--- src/rtl/bmc_pkg.sv ---
package bmc_pkg;
  typedef enum logic [2:0] {
    OP_HOLD  = 3'd0,
    OP_CLEAR = 3'd1,
    OP_LOAD  = 3'd2,
    OP_UP    = 3'd3,
    OP_DOWN  = 3'd4
  } op_e;
endpackage

--- src/rtl/bmc_ctrl.sv ---
module bmc_ctrl
  import bmc_pkg::*;
(
  input  logic sclr_n,
  input  logic sel_n,
  input  logic ld_n,
  input  logic cnt_en_n,
  input  logic chain_en_n,
  input  logic up_dn,
  input  logic oe_n,
  output op_e  op,
  output logic load_sel,
  output logic bus_oe
);
  logic count_go;

  assign load_sel = !sel_n && !ld_n;
  assign count_go = !cnt_en_n && !chain_en_n;
  assign bus_oe   = !sel_n && ld_n && !oe_n;

  always_comb begin
    if (!sclr_n)        op = OP_CLEAR;
    else if (load_sel)  op = OP_LOAD;
    else if (!count_go) op = OP_HOLD;
    else if (up_dn)     op = OP_UP;
    else                op = OP_DOWN;
  end
endmodule

--- src/rtl/bmc_core.sv ---
module bmc_core
  import bmc_pkg::*;
#(
  parameter int W = 8
) (
  input  logic         clk,
  input  logic         rst_n,
  input  op_e          op,
  input  logic [W-1:0] din,
  output logic [W-1:0] count
);
  function automatic logic [W-1:0] step(input logic [W-1:0] v, input logic up);
    return up ? W'(v + 1'b1) : W'(v - 1'b1);
  endfunction

  logic [W-1:0] nxt;

  always_comb begin
    unique case (op)
      OP_CLEAR: nxt = '0;
      OP_LOAD:  nxt = din;
      OP_UP:    nxt = step(count, 1'b1);
      OP_DOWN:  nxt = step(count, 1'b0);
      default:  nxt = count;
    endcase
  end

  always_ff @(posedge clk or negedge rst_n) begin
    if (!rst_n) count <= '0;
    else        count <= nxt;
  end


  sclr_zero_chk: assert property (@(posedge clk) disable iff (!rst_n)
    op == OP_CLEAR |=> count == '0);

  load_take_chk: assert property (@(posedge clk) disable iff (!rst_n)
    op == OP_LOAD |=> count == $past(din));

  hold_stable_chk: assert property (@(posedge clk) disable iff (!rst_n)
    op == OP_HOLD |=> $stable(count));

  up_step_chk: assert property (@(posedge clk) disable iff (!rst_n)
    op == OP_UP |=> count - $past(count) == W'(1));

  down_step_chk: assert property (@(posedge clk) disable iff (!rst_n)
    op == OP_DOWN |=> $past(count) - count == W'(1));
endmodule

--- src/rtl/bmc_term.sv ---
module bmc_term #(
  parameter int W = 8
) (
  input  logic [W-1:0] count,
  input  logic         up_dn,
  input  logic         chain_en_n,
  output logic         tc_n
);
  function automatic logic at_end(input logic [W-1:0] v, input logic up);
    return up ? (&v) : (~|v);
  endfunction

  assign tc_n = !(!chain_en_n && at_end(count, up_dn));
endmodule

--- src/rtl/bmc_counter.sv ---
module bmc_counter
  import bmc_pkg::*;
#(
  parameter int W = 8
) (
  input  logic         clk,
  input  logic         rst_n,
  input  logic         sclr_n,
  input  logic         sel_n,
  input  logic         ld_n,
  input  logic         cnt_en_n,
  input  logic         chain_en_n,
  input  logic         up_dn,
  input  logic         oe_n,
  input  logic [W-1:0] bus_in,
  output logic [W-1:0] bus_out,
  output logic         bus_oe,
  output logic         tc_n
);
  localparam logic [W-1:0] TOP = {W{1'b1}};

  op_e          op;
  logic         load_sel;
  logic [W-1:0] count;

  bmc_ctrl u_ctrl (
    .sclr_n(sclr_n), .sel_n(sel_n), .ld_n(ld_n), .cnt_en_n(cnt_en_n),
    .chain_en_n(chain_en_n), .up_dn(up_dn), .oe_n(oe_n),
    .op(op), .load_sel(load_sel), .bus_oe(bus_oe)
  );

  bmc_core #(.W(W)) u_core (
    .clk(clk), .rst_n(rst_n), .op(op), .din(bus_in), .count(count)
  );

  bmc_term #(.W(W)) u_term (
    .count(count), .up_dn(up_dn), .chain_en_n(chain_en_n), .tc_n(tc_n)
  );

  assign bus_out = count;


  no_drive_on_load_chk: assert property (@(posedge clk) disable iff (!rst_n)
    load_sel |-> !bus_oe);

  drive_needs_sel_chk: assert property (@(posedge clk) disable iff (!rst_n)
    bus_oe |-> (!sel_n && !oe_n));

  tc_gated_chk: assert property (@(posedge clk) disable iff (!rst_n)
    chain_en_n |-> tc_n);

  tc_end_chk: assert property (@(posedge clk) disable iff (!rst_n)
    !tc_n |-> (count == (up_dn ? TOP : '0)));
endmodule

--- config.mk ---
export PLATFORM = sky130hd
export DESIGN_NAME = bmc_counter
export DESIGN_NICKNAME = d
export VERILOG_FILES = /design/src/rtl/bmc_pkg.sv /design/src/rtl/bmc_ctrl.sv /design/src/rtl/bmc_core.sv /design/src/rtl/bmc_term.sv /design/src/rtl/bmc_counter.sv
export SDC_FILE = /design/constraint.sdc
export NUM_CORES = 1
export LEC_CHECK = 0
export ABC_CLOCK_PERIOD_IN_PS = 5700
export BUFFER_PORTS_ARGS = -buffer_cell sky130_fd_sc_hd__buf_2
export CAP_MARGIN = 10
export CORE_MARGIN = 4
export CORE_UTILIZATION = 55
export CTS_BUF_LIST = sky130_fd_sc_hd__clkbuf_16
export DETAILED_ROUTE_END_ITERATION = 8
export PLACE_DENSITY = 0.91
export SYNTH_ARGS = -nofsm -noshare
export SYNTH_HDL_FRONTEND = slang
export SYNTH_HIERARCHICAL = 1
export SYNTH_SLANG_ARGS = --single-unit
--- constraint.sdc ---
create_clock -name clk -period 5.7 [get_ports clk]
set_clock_uncertainty 0.05 [all_clocks]
set_input_delay 1.14 -clock clk [delete_from_list [all_inputs] [get_ports clk]]
set_output_delay 1.14 -clock clk [all_outputs]
set_load 0.02 [all_outputs]
# Word level (Yosys, flattened, before mapping)
# Index checks and enable logic that the tools add are counted.
word_totals:
  register_bits: 8
  in_bits: 17
  output_inout_bits: 10
classes:
  add_sub_neg: 2
  n_eq_ne: 4
  mux: 6
  n_reduce_logical: 15
op_table:
  columns: ["cell", "count"]
  rows:
  - ["$pmux W8 S4", 1]
  - ["$mux W3", 4]
  - ["$add A8 B1 Y8 const B", 1]
  - ["$reduce_and A8 Y1", 1]
  - ["$reduce_or A8 Y1", 1]
  - ["$sub A8 B1 Y8 const B", 1]
  - ["$logic_not A1 Y1", 7]
  - ["$eq A3 B2 Y1 const B", 2]
  - ["$logic_and A1 B1 Y1", 5]
  - ["$reduce_bool A4 Y1", 1]
  - ["$eq A3 B1 Y1 const B", 1]
  - ["$eq A3 B3 Y1 const B", 1]
  - ["$mux W1", 1]

# Logic depth before layout (Yosys ltp)
depth:
  word_depth: 7
  mapped_depth: 12
  ltp_nobuf: 11

# Modules after synthesis
# Netlist, hierarchy kept.
modules_own_cells:
  columns: ["mod", "n_inst", "cells_each", "area_each_um2"]
  rows:
  - ["bmc_core", 1, 105, 858.3]
  - ["bmc_ctrl", 1, 8, 61.3]
  - ["bmc_term", 1, 7, 50.0]

# Least setup slack after synthesis
# No wires, ideal clock.
synth_path:
  kind: "input to register"
  from: "in up_dn"
  to: "reg u_core.count[7]"
  setup_ps: 87
  arrival_time_ps: 3275
  required_ps: 5563
  slack_ps: 2288
  cell_stages: 11
  n_path_buf: 1
  path_cell_list: "nand2b_1 nor4_1 buf_2 nand2_1 inv_1 ha_1 o21ai_0 nor3_2 a211oi_2 mux2_1 a211oi_2"
synth_via:
  elab_chain_cells: 6
  word_cells_on_any_way: 10
synth_rtl:
  columns: ["element", "line_no", "text"]
  rows:
  - ["from (decl)", "bmc_counter.sv:13", "input logic up_dn,"]
  - ["$mux W3 (*)", "bmc_ctrl.sv:25", "else if (up_dn) op = OP_UP;"]
  - ["$mux W3 (*)", "bmc_ctrl.sv:24", "else if (!count_go) op = OP_HOLD;"]
  - ["$mux W3 (*)", "bmc_ctrl.sv:23", "else if (load_sel) op = OP_LOAD;"]
  - ["$mux W3 (*)", "bmc_ctrl.sv:22", "if (!sclr_n) op = OP_CLEAR;"]
  - ["net op[2]", "bmc_counter.sv:22", "op_e op;"]
  - ["$eq A3 B3 Y1, or another cell as far along", "bmc_core.sv:19", "unique case (op)"]
  - ["$pmux W8 S4 / $reduce_bool A4 Y1 (equally long branches)", null, null]
  - ["to (signal assigned)", "bmc_core.sv:30", "else count <= nxt;"]
  - ["to (decl)", "bmc_core.sv:10", "output logic [W-1:0] count"]
# The timed path passes the listed nets; every way through them passes the cells marked *.
# A chain may end at the register's enable or synchronous reset.

# Worst setup path after layout
layout_path:
  from: "in chain_en_n"
  to: "reg u_core.count[7]"
layout_via:
  elab_chain_cells: 7
  word_cells_on_any_way: 11
layout_rtl:
  columns: ["element", "line_no", "text"]
  rows:
  - ["from (decl)", "bmc_counter.sv:12", "input logic chain_en_n,"]
  - ["$logic_not A1 Y1 (*)", "bmc_ctrl.sv:18", "assign count_go = !cnt_en_n && !chain_en_n;"]
  - ["$logic_and A1 B1 Y1 (*)", "bmc_ctrl.sv:18", null]
  - ["$mux W3 (*)", "bmc_ctrl.sv:24", null]
  - ["$mux W3 (*)", "bmc_ctrl.sv:23", null]
  - ["$mux W3 (*)", "bmc_ctrl.sv:22", null]
  - ["net op[1]", "bmc_counter.sv:22", null]
  - ["$eq A3 B3 Y1, or another cell as far along", "bmc_core.sv:19", null]
  - ["$pmux W8 S4 / $reduce_bool A4 Y1 (equally long branches)", null, null]
# Marked as above.

==> flow_metrics.py <==
metrics = {
    "setup_path": {
        "timing.setup.critical_path_class": "in2reg",
        "kind_of_start_point_of_the_critical_path": "input pin",
        "sequence_of_cells_on_the_critical_path": "buf_2, nor3b_1, o21a_1, nor2_1, nand2_1, inv_1, ha_1, o21ai_0, nor3_2, a211oi_2, mux2_1, a211oi_2",
        "arrival_ps": 3990,
        "worstSetupEndpointType": "flip-flop",
        "critical_path.slowest_cell": "sky130_fd_sc_hd__o21a_1",
        "crit_path_max_fanout": 19,
        "worstReg2RegStart": "u_core/count[2]",
        "critPathLaunch": "chain_en_n",
        "crit_family": "compound AO/OA/AOI/OAI gates",
        "worst-path-buf-inv": 2,
        "critPathRequiredTime_ps": 5790,
        "timing.reg2reg.setup_slack_ps": 3590,
        "critical-path-top-cell-by-count": "sky130_fd_sc_hd__a211oi_2",
        "timing.critical_path.slowest_cell_delay_ps": 530,
    },
    "cts": {
        "cts_post_setup_buffers_inserted": 0,
        "cts_hold_buffers": 0,
        "cts_clk_pin_slew_worst_paths_ps": 40,
        "cts_inserted_buffers": 3,
        "cts_repair_resize_count": 0,
        "tritoncts": "yes",
        "max-clock-path-buffers": 2,
        "clock_tree.root_cell": "sky130_fd_sc_hd__clkbuf_16",
        "cts_htree_levels": 1,
        "clkLatencyLatePin_ps": 230,
        "numClockSinks": 8,
    },
    "synth": {
        "warning_count_from_the_yosys_run": 6,
        "count_of_distinct_cell_types_in_the_synthesized_netlist": 42,
        "synth.ff_latch_count": 8,
        "synth_seq_area_share_pct": 20.6,
        "syn_nets": 144,
        "syn_area_per_cell_sq_um": 8.08,
        "async_reset_ff_share_pct": 100,
        "synth-edff-count": 0,
        "synth_top_cell_by_area": "sky130_fd_sc_hd__dfrtp_1",
        "synthTopCellsByArea": "sky130_fd_sc_hd__dfrtp_1 (21%), sky130_fd_sc_hd__ha_1 (7.7%), sky130_fd_sc_hd__a21oi_1 (4.6%)",
        "postSynth.topFlopCell": "sky130_fd_sc_hd__dfrtp_1",
        "netlist_instances": 120,
        "syn-cell-area_sq_um": 970,
        "yosys.area.top_type_share_pct": 20.6,
    },
    "finish": {
        "most_flops_register": "u_core/count",
        "final_common_cell": "sky130_fd_sc_hd__buf_2",
        "largest_register_ffs": 8,
        "largest_registers": "u_core/count: 8 flops",
        "postLayoutCoreUtil_pct": 75.8,
        "syn2layout_area_growth_pct": 23.2,
        "antenna-diode-count": 0,
        "num-nets-final": 172,
        "most_frequent_cells_in_the_layout": "sky130_fd_sc_hd__buf_2 (26), sky130_fd_sc_hd__nor2_1 (10), sky130_fd_sc_hd__a21oi_1 (9), sky130_fd_sc_hd__o21ai_0 (9), sky130_fd_sc_hd__dfrtp_1 (8)",
        "drive_above_1_share_pct": 28.1,
    },
    "worst_hold_path": {
        "worst_hold_path_type": "reg2reg",
        "timing.hold.worst.start": "u_core/count[7]",
    },
    "power": {
        "post-layout-total-power_mw": 0.257,
        "cellLeakagePower_nw": 0.549,
        "power_density_mw_per_mm2": 215,
        "vdd.ir_drop.worst_mv": 0.168,
    },
    "die": {
        "floorplan.die.height_um": 50.0,
        "placeableCoreArea_sq_mm": 0.00158,
        "top_level_ports": 27,
        "core.rowCount": 14,
        "chipWidth_um": 50.0,
        "start_util_pct": 61.5,
        "dieArea_sq_mm": 0.00250,
    },
    "place": {
        "io_buffer_count": 26,
        "gpl.final_weighted_congestion": 0.906,
        "dp_hpwl_um": 2030,
        "pre_cts_ws_ps": 1640,
    },
    "global_routing": {
        "grt_first_pass_wirelength_um": 4890,
        "gr-total-overflow": 0,
        "antenna_found_initial": 0,
        "track_usage_pct": 24.8,
        "via_count_of_the_first_global_routing_pass": 1030,
        "grt_max_degree": 21,
    },
    "sta": {
        "max_slew.worst_pin.slew_ps": 586,
        "rsz_0062_raised_after_global_routing": "no",
        "achievable-frequency_ghz": 0.257,
        "slew_margin_rel_pct": 60.9,
        "fin_tns_setup_ps": 0,
        "timing.final.max_slew_violations": 0,
        "min_period_ps": 3890,
        "hold_slack_ps": 585,
        "hold_violations": 0,
        "timing.final.crit_share_pct": 68.3,
        "worst_slack_ps": 1810,
        "setup-violations-final": 0,
    },
    "outcome": {
        "status": "completed",
    },
    "detailed_routing": {
        "dr.first_iter.drc_count": 84,
        "vias_per_cell": 6.91,
        "wl_per_cell_um": 17.9,
        "drt-total-wl_um": 2910,
        "first_drt_pass_iteration_count": 5,
        "drtAntennaViolNets": 0,
        "route.vias.total": 1120,
        "remaining_drc_errors": 0,
    },
    "run": {
        "max-cap-violations": 0,
    },
}
## routing by layer
metal,global-route usage (%),share of wire [%],vias up
met2,39.1,49,89
met5,0,0,-
met4,9.22,1.0,0
li1,-,-,511
met1,32.8,39,512
met3,5.12,11,8
## report_power, final
group          internal [mW]  switching (mW)  leakage [nW]  total [mW]
registers             0.0614          0.0100         0.109      0.0714
clock network         0.0906          0.0286        0.0370       0.119
logic                 0.0268          0.0399         0.404      0.0666
total                  0.179          0.0785         0.549       0.257
## cell usage after synthesis (all sizes together), types with 3 or more instances
| cell | count |
|---|---|
| a211oi | 6 |
| a21oi | 9 |
| a22o | 4 |
| a22oi | 3 |
| clkbuf | 3 |
| dfrtp | 8 |
| ha | 6 |
| inv | 6 |
| mux2i | 3 |
| nand2 | 6 |
| nand2b | 3 |
| nand3 | 3 |
| nor2 | 11 |
| nor3 | 3 |
| nor4 | 3 |
| o21a | 4 |
| o21ai | 10 |
## area by class of cell
class                      instances  area [sq um]
multi-input combinational        101           732
fill                             107           382
sequential                         8           200
timing repair buffer              28           145
clock buffer                       3          75.1
inverter                           6          22.5
tap                               16          20.0
## final timing paths
kind	cells past startpoint	to
max reg2reg	6	u_core/count[7]
max in group asynchronous	1	u_core/count[6]
max	12	u_core/count[7]
min in group asynchronous	1	u_core/count[0]
min reg2reg	1	u_core/count[7]
min	1	u_core/count[7]
## logic make-up after synthesis
family,count (synthesis),share of synthesized area [%]
AO/OA/AOI/OAI,48,36.1
XOR/XNOR,3,2.71
adder cells (fa/ha/maj),7,9.81
buffers and inverters,11,4.52
flip-flops,8,20.6
multiplexers,4,4.26
AND/OR/NAND/NOR,39,21.9
## metrics by stage
step	std cells	cell area, sq um
finish	162	1190
global route	162	1190
CTS	162	1190
detailed placement	159	1120
global placement	159	1120
floorplan	120	970
No activity file was read; power rests on OpenSTA's default activity.
